[src/rtl/sdram_bt_pkg.sv]
package sdram_bt_pkg;

    localparam int TMR_W = 3;

    typedef enum logic [3:0] {
        C_NOP  = 4'd0,
        C_ACT  = 4'd1,
        C_RD   = 4'd2,
        C_WR   = 4'd3,
        C_PRE  = 4'd4,
        C_BST  = 4'd5,
        C_AREF = 4'd6,
        C_SREF = 4'd7,
        C_LMR  = 4'd8
    } cmd_e;

    typedef enum logic [2:0] {
        S_IDLE   = 3'd0,
        S_ACTIVE = 3'd1,
        S_READ   = 3'd2,
        S_WRITE  = 3'd3,
        S_RECOV  = 3'd4,
        S_PRECH  = 3'd5
    } bstate_e;

    // per-bank control produced by the decoder for one cycle
    typedef struct packed {
        logic act;
        logic rd;
        logic wr;
        logic ap;
        logic pre;
        logic cut;
    } bank_ctl_t;

    function automatic logic is_burst(bstate_e s);
        return (s == S_READ) || (s == S_WRITE);
    endfunction

    function automatic logic [TMR_W-1:0] at_least1(logic [TMR_W-1:0] v);
        return (v == '0) ? TMR_W'(1) : v;
    endfunction

endpackage

[src/rtl/sdram_bt_bank.sv]
module sdram_bt_bank
    import sdram_bt_pkg::*;
#(
    parameter int BL = 4
) (
    input  logic             clk,
    input  logic             rst,
    input  bank_ctl_t        ctl_i,
    input  logic [TMR_W-1:0] twr_i,
    input  logic [TMR_W-1:0] trp_i,
    output bstate_e          state_o,
    output logic             ap_o
);
    localparam int CW = (BL > 2) ? $clog2(BL) : 1;

    bstate_e          st;
    logic             ap;
    logic [CW-1:0]    beats;
    logic [TMR_W-1:0] tmr;

    bstate_e          end_st;
    logic [TMR_W-1:0] end_tmr;

    // where a burst goes when it ends, by itself or cut short
    always_comb begin
        end_st  = S_ACTIVE;
        end_tmr = tmr;
        if (ap) begin
            if (st == S_READ) begin
                end_st  = S_PRECH;
                end_tmr = at_least1(trp_i);
            end else begin
                end_st  = S_RECOV;
                end_tmr = at_least1(twr_i);
            end
        end
    end

    always_ff @(posedge clk) begin
        if (rst) begin
            st    <= S_IDLE;
            ap    <= 1'b0;
            beats <= '0;
            tmr   <= '0;
        end else if (ctl_i.act) begin
            st <= S_ACTIVE;
            ap <= 1'b0;
        end else if (ctl_i.rd || ctl_i.wr) begin
            st    <= ctl_i.rd ? S_READ : S_WRITE;
            ap    <= ctl_i.ap;
            beats <= CW'(BL - 1);
        end else if (ctl_i.pre) begin
            st  <= S_PRECH;
            ap  <= 1'b0;
            tmr <= at_least1(trp_i);
        end else if (ctl_i.cut) begin
            st  <= end_st;
            tmr <= end_tmr;
        end else begin
            case (st)
                S_READ, S_WRITE: begin
                    if (beats == '0) begin
                        st  <= end_st;
                        tmr <= end_tmr;
                    end else begin
                        beats <= beats - 1'b1;
                    end
                end
                S_RECOV: begin
                    if (tmr <= TMR_W'(1)) begin
                        st  <= S_PRECH;
                        tmr <= at_least1(trp_i);
                    end else begin
                        tmr <= tmr - 1'b1;
                    end
                end
                S_PRECH: begin
                    if (tmr <= TMR_W'(1)) begin
                        st <= S_IDLE;
                        ap <= 1'b0;
                    end else begin
                        tmr <= tmr - 1'b1;
                    end
                end
                default: ;
            endcase
        end
    end

    assign state_o = st;
    assign ap_o    = ap;

endmodule

[src/rtl/sdram_bt_decode.sv]
module sdram_bt_decode
    import sdram_bt_pkg::*;
#(
    parameter int NBANK = 4,
    localparam int BW   = $clog2(NBANK)
) (
    input  logic [3:0]       cmd_i,
    input  logic [BW-1:0]    bank_i,
    input  logic             ap_i,
    input  bstate_e          st_i [NBANK],
    input  logic [NBANK-1:0] ap_flags_i,
    output bank_ctl_t        ctl_o [NBANK],
    output logic             illegal_o
);
    logic          all_idle;
    logic          any_burst;
    logic          burst_ap;
    logic [BW-1:0] burst_bank;
    bstate_e       tgt;
    logic          tgt_ap;
    logic          legal;
    logic          is_rw;

    always_comb begin
        all_idle   = 1'b1;
        any_burst  = 1'b0;
        burst_ap   = 1'b0;
        burst_bank = '0;
        for (int i = 0; i < NBANK; i++) begin
            if (st_i[i] != S_IDLE) all_idle = 1'b0;
            if (is_burst(st_i[i])) begin
                any_burst  = 1'b1;
                burst_ap   = ap_flags_i[i];
                burst_bank = BW'(i);
            end
        end
        tgt    = st_i[bank_i];
        tgt_ap = ap_flags_i[bank_i];
        is_rw  = (cmd_i == C_RD) || (cmd_i == C_WR);

        case (cmd_i)
            C_NOP:             legal = 1'b1;
            C_ACT:             legal = (tgt == S_IDLE);
            C_RD, C_WR:        legal = (tgt == S_ACTIVE) || (is_burst(tgt) && !tgt_ap);
            C_PRE:             legal = (tgt == S_IDLE) || (tgt == S_ACTIVE)
                                       || (is_burst(tgt) && !tgt_ap);
            C_BST:             legal = any_burst && !burst_ap && (burst_bank == bank_i);
            C_AREF, C_SREF,
            C_LMR:             legal = all_idle;
            default:           legal = 1'b0;
        endcase
        illegal_o = !legal;

        for (int i = 0; i < NBANK; i++) begin
            ctl_o[i] = '0;
            if (legal && (bank_i == BW'(i))) begin
                ctl_o[i].act = (cmd_i == C_ACT);
                ctl_o[i].rd  = (cmd_i == C_RD);
                ctl_o[i].wr  = (cmd_i == C_WR);
                ctl_o[i].ap  = is_rw && ap_i;
                ctl_o[i].pre = (cmd_i == C_PRE) && (tgt != S_IDLE);
                ctl_o[i].cut = (cmd_i == C_BST);
            end
            // a new burst elsewhere cuts the running one
            if (legal && is_rw && (bank_i != BW'(i)) && is_burst(st_i[i])) begin
                ctl_o[i].cut = 1'b1;
            end
        end
    end

endmodule

[src/rtl/sdram_bt_rdpipe.sv]
module sdram_bt_rdpipe #(
    parameter int BW    = 2,
    parameter int DEPTH = 3
) (
    input  logic          clk,
    input  logic          rst,
    input  logic          in_v,
    input  logic [BW-1:0] in_b,
    input  logic          long_i,
    output logic          out_v,
    output logic [BW-1:0] out_b
);
    logic [DEPTH-1:0] v;
    logic [BW-1:0]    b [DEPTH];

    always_ff @(posedge clk) begin
        if (rst) begin
            v <= '0;
            for (int k = 0; k < DEPTH; k++) b[k] <= '0;
        end else begin
            v    <= {v[DEPTH-2:0], in_v};
            b[0] <= in_b;
            for (int k = 1; k < DEPTH; k++) b[k] <= b[k-1];
        end
    end

    assign out_v = long_i ? v[DEPTH-1] : v[DEPTH-2];
    assign out_b = long_i ? b[DEPTH-1] : b[DEPTH-2];

endmodule

[src/rtl/sdram_bank_tracker.sv]
module sdram_bank_tracker
    import sdram_bt_pkg::*;
#(
    parameter int NBANK = 4,
    parameter int BL    = 4,
    localparam int BW   = $clog2(NBANK),
    localparam int SW   = 3
) (
    input  logic               clk,
    input  logic               rst,
    input  logic [3:0]         cmd_i,
    input  logic [BW-1:0]      bank_i,
    input  logic               ap_i,
    input  logic               cl3_i,
    input  logic [TMR_W-1:0]   twr_i,
    input  logic [TMR_W-1:0]   trp_i,
    output logic [NBANK*SW-1:0] bank_state_o,
    output logic               rd_valid_o,
    output logic [BW-1:0]      rd_bank_o,
    output logic               wr_valid_o,
    output logic [BW-1:0]      wr_bank_o,
    output logic [1:0]         dqm_lead_o,
    output logic               illegal_o
);
    localparam int CL_MAX = 3;

    bstate_e          bank_st [NBANK];
    logic [NBANK-1:0] bank_ap;
    bank_ctl_t        bank_ctl [NBANK];

    logic          rd_any, wr_any, rd_ap;
    logic [BW-1:0] rd_bk, wr_bk;

    sdram_bt_decode #(.NBANK(NBANK)) u_decode (
        .cmd_i      (cmd_i),
        .bank_i     (bank_i),
        .ap_i       (ap_i),
        .st_i       (bank_st),
        .ap_flags_i (bank_ap),
        .ctl_o      (bank_ctl),
        .illegal_o  (illegal_o)
    );

    for (genvar g = 0; g < NBANK; g++) begin : g_bank
        sdram_bt_bank #(.BL(BL)) u_bank (
            .clk     (clk),
            .rst     (rst),
            .ctl_i   (bank_ctl[g]),
            .twr_i   (twr_i),
            .trp_i   (trp_i),
            .state_o (bank_st[g]),
            .ap_o    (bank_ap[g])
        );
        assign bank_state_o[g*SW +: SW] = bank_st[g];
    end

    always_comb begin
        rd_any = 1'b0;
        rd_bk  = '0;
        rd_ap  = 1'b0;
        wr_any = 1'b0;
        wr_bk  = '0;
        for (int i = 0; i < NBANK; i++) begin
            if (bank_st[i] == S_READ) begin
                rd_any = 1'b1;
                rd_bk  = BW'(i);
                rd_ap  = bank_ap[i];
            end
            if (bank_st[i] == S_WRITE) begin
                wr_any = 1'b1;
                wr_bk  = BW'(i);
            end
        end
    end

    assign wr_valid_o = wr_any;
    assign wr_bank_o  = wr_bk;
    assign dqm_lead_o = !rd_any ? 2'd0 : (rd_ap ? 2'd2 : 2'd1);

    sdram_bt_rdpipe #(.BW(BW), .DEPTH(CL_MAX)) u_rdpipe (
        .clk    (clk),
        .rst    (rst),
        .in_v   (rd_any),
        .in_b   (rd_bk),
        .long_i (cl3_i),
        .out_v  (rd_valid_o),
        .out_b  (rd_bank_o)
    );

endmodule

[config.mk]
export PLATFORM = sky130hd
export DESIGN_NAME = sdram_bank_tracker
export DESIGN_NICKNAME = d
export VERILOG_FILES = /design/src/rtl/sdram_bt_pkg.sv /design/src/rtl/sdram_bt_bank.sv /design/src/rtl/sdram_bt_decode.sv /design/src/rtl/sdram_bt_rdpipe.sv /design/src/rtl/sdram_bank_tracker.sv
export SDC_FILE = /design/constraint.sdc
export NUM_CORES = 1
export LEC_CHECK = 0
export ABC_AREA = 0
export CAP_MARGIN = 20
export CORE_ASPECT_RATIO = 0.5
export CORE_UTILIZATION = 52
export DETAILED_ROUTE_END_ITERATION = 12
export DONT_BUFFER_PORTS = 1
export PLACE_DENSITY_LB_ADDON = 0.3
export SETUP_SLACK_MARGIN = 0.05
export SKIP_CTS_REPAIR_TIMING = 1
export SLEW_MARGIN = 20
export SYNTH_ARGS = -nofsm -noshare
export SYNTH_HDL_FRONTEND = slang
export SYNTH_SLANG_ARGS = --single-unit
[constraint.sdc]
create_clock -name clk -period 4.09 [get_ports clk]
set_input_delay 0.818 -clock clk [delete_from_list [all_inputs] [get_ports clk]]
set_output_delay 0.818 -clock clk [all_outputs]
set_load 0.005 [all_outputs]
==> key figures <==
Flow run
  – Max capacitance violation total: 0

Final layout
  – Area delta synth->final: 4.89%
  – Core Util, Final: 0.584
  – Fill cell count: 683
  – Final Instance Area: 4050 um2
  – Diode count: 0
  – Nets: 521
  – Share of layout cells above drive strength 1: 0.0992

Power
  – Logic pwr share: 0.134
  – Pint: 0.000807 W
  – Pwr dens: 270 nW/um2
  – Post-layout total power: 0.00109 W
  – Switching Share: 0.262
  – Switching power: 0.000286 W
  – LEAKAGE: 1.34 nW
  – Max VDD drop: 159 uV
  – Clk pwr share: 0.445
  – Reg power frac: 0.421

Clock tree
  – Reg clk slew, reported paths: 0.07 ns
  – Htree depth: 2
  – TritonCTS clock tree: yes
  – Max Root-Sink Buffers: 2
  – Clock sink total: 45
  – Clk Latency, worst-skew pair: 0.30 ns
  – Clock root cell: clkbuf_16
  – Cts bufs inserted: 5

STA
  – F_max: 300 MHz
  – RSZ-0062 raised after global routing: no
  – Worst slew pin tran: 1.03 ns
  – Setup tns final: 0 ns
  – Final Cycle Share: 0.815
  – Final Critical Period: 3.34 ns
  – Final count of hold timing violations: 0
  – Slew headroom: 0.309
  – Final Setup Violations: 0
  – Fin. max-slew vios: 0
  – Fin Clk Skew: 0.00511 ns

Synthesis
  – Mean post-synth cell area: 7.52 um2
  – Post-synth ARST share: 0
  – Cells after synthesis: 514
  – Post-synthesis net count: 542
  – Post-Synth Simple-Gate Area: 0.273
  – Sequential share of the synthesized area: 0.233
  – YS warnings: 0
  – Synth Area in Adders: 0.0389
  – Dominant cell type by area after synthesis: dfxtp_1
  – Synth top area share: 0.233
  – Main synth FF type: dfxtp_1
  – Post-Synth XOR/XNOR Area: 0.00907
  – Mapped Area: 3860 um2
  – Largest family of logic cells by synthesized area: compound AO/OA/AOI/OAI gates
  – Post-synth EDFFs: 0
  – Synth top area cells: dfxtp_1 23%, a21oi_1 5.6%, nand2_1 4.6%
  – Synth unique cells: 83
  – Multiplexer share of the synthesized area: 0.0738
  – Synth Area in Compound Gates: 0.316
  – Seq cells post-synth: 45

Setup path
  – Crit Path Max Fanout: 10
  – CP dominant cell by count: a21oi_1
  – Worst path max stage delay: 0.88 ns
  – Slowest library cell on the worst path: nor3b_1
  – CP endpoint kind: primary output
  – CP Launch Type: flip-flop
  – CP Class: flip-flop to primary output
  – Worst Path Arrival: 2.52 ns
  – WP data required: 3.27 ns
  – Crit path cell chain: nor3b_1 > nand2_1 > a21oi_1 > a21oi_1 > o21ai_0 > nor2_1

Min path
  – Worst hold path class: flip-flop to flip-flop

Floorplanning
  – Die ar.: 7800 um2
  – Die Wd: 124 um
  – Die height: 63.0 um
  – Number of top-level pins: 37
  – Placement Rows: 21
  – Initial Util: 0.557
  – Core footprint: 6940 um2

GRT
  – GRT Overall Usage: 0.316
  – Vias in the first global route: 3,559
  – Initial antenna violation count: 0
  – GRT overflow: 0
  – Largest net degree at the start of global routing: 41
  – Global-route wire length before repair: 18.9 mm

Placement
  – Gpl congestion: 0.983
  – Buffers added on ports: 0
  – Dpl hpwl: 8.29 mm
  – Post-Place Cell Area: 3880 um2

Detailed routing
  – Via/cell ratio: 6.95
  – Post-route ant nets: 0
  – First DRT Iteration DRCs: 600
  – Detailed Route WL: 11.8 mm
  – Drt wl/cell: 20.1 um
  – Drt drc: 0
  – Pre-antenna DRT Iters: 6
  – Via count: 4,072

Status
  – Outcome: complete, no violations
## cells in the mapped netlist, types with 7 or more instances
cell type / n
a21oi_1: 43
nand3_1: 20
clkbuf_1: 25
inv_1: 18
a211oi_1: 7
mux2i_1: 9
nor2b_1: 17
o211ai_1: 9
a31oi_1: 12
dfxtp_1: 45
nor2_1: 47
nand2_1: 47
nand2b_1: 17
ha_1: 12
buf_2: 7
nor3_1: 17
o21ai_0: 25
## power groups by stage
stage | registers [W] | clock network, W | logic, W
after floorplan | 0.000461 | 0 | 0.000133
after global placement | 0.000469 | 0 | 0.000140
after detailed placement | 0.000469 | 0 | 0.000140
after CTS | 0.000459 | 0.000489 | 0.000142
after global routing | 0.000461 | 0.000513 | 0.000159
final | 0.000460 | 0.000486 | 0.000147
## layout by cell type (no fill, tap or decap), types with 4 or more instances in the layout
master / synthesis / final
o21a_1: 4 / 4
dfxtp_1: 45 / 45
xnor2_1: 4 / 4
nor2b_1: 17 / 17
o22ai_1: 5 / 5
nand2b_1: 17 / 17
nor3b_1: 6 / 6
inv_1: 18 / 18
mux2i_1: 9 / 9
a211oi_1: 7 / 7
nor2_1: 47 / 47
o211ai_1: 9 / 9
o21ba_2: 4 / 4
o31ai_1: 4 / 4
nor3_1: 17 / 17
a31oi_1: 12 / 12
a21oi_1: 43 / 43
a311oi_1: 6 / 6
nand3_1: 20 / 20
o21ai_0: 25 / 25
ha_1: 12 / 12
a21boi_0: 4 / 4
mux2_2: 6 / 6
and2_1: 4 / 4
nand2_1: 47 / 47
buf_4: 1 / 6
mux4_2: 4 / 4
clkbuf_16: 0 / 5
## worst paths after layout
| kind | startpoint | endpoint | slack (ns) | depth (start not counted) |
|---|---|---|---|---|
| max | g_bank[1].u_bank.state_o[1] | dqm_lead_o[0] | 0.75 | 6 |
| min | u_rdpipe.b[0][0] | u_rdpipe.b[0][2] | 0.44 | 1 |
| max reg2reg | g_bank[0].u_bank.state_o[1] | g_bank[2].u_bank.state_o[0] | 1.05 | 8 |
| min reg2reg | u_rdpipe.b[0][0] | u_rdpipe.b[0][2] | 0.44 | 1 |
## final cells by class
class | instances | area, um2 | share of cell area
inverter | 19 | 71.3 | 0.0176
multi-input combinational | 416 | 2740 | 0.677
tap | 92 | 115 | 0.0284
timing repair buffer | 6 | 45.0 | 0.0111
clock inverter | 2 | 37.5 | 0.00926
clock buffer | 6 | 139 | 0.0343
sequential | 45 | 901 | 0.222
## cell families (layout without fill, tap and decap cells)
kind of cell,Yosys count,in the layout
adders and majority gates,12,12
and+or+nand+nor,204,204
AOI/OAI and AO/OA,174,174
xor gates and xnor gates,4,4
DFF,45,45
buffers and inverters,53,33
muxes,22,22
## worst max-delay path, delay by kind of cell (launching register included)
kind               cells  cell delay [ns]
AOI/OAI and AO/OA      3             0.57
DFF                    1             0.54
and+or+nand+nor        3             1.11
## metrics by stage
stage / setup WS [ns] / hold slack [ns] / instances
final: 0.755 / 0.440 / 586
after global placement: 1.03 / 0.418 / 578
after CTS: 0.858 / 0.446 / 586
after floorplan: 0.991 / 0.414 / 514
after detailed placement: 0.995 / 0.431 / 578
after global routing: 0.534 / 0.460 / 586
## metal layers
metal	vias to the layer above	track usage	routed length, um
li1	1880	-	-
met1	1903	0.453	5230
met2	252	0.478	4970
met3	37	0.0611	1310
met4	0	0.0848	255
met5	-	0	0
## state kept, by name (all words and copies together) (netlist names)
| signal | cells |
|---|---|
| u_rdpipe.b | 6 |
| g_bank.u_bank.beats | 8 |
| u_rdpipe.v | 3 |
| g_bank.u_bank.ap_o | 4 |
| g_bank.u_bank.state_o | 12 |
| g_bank.u_bank.tmr | 12 |
Note: power is estimated with default switching activity, not from simulation.
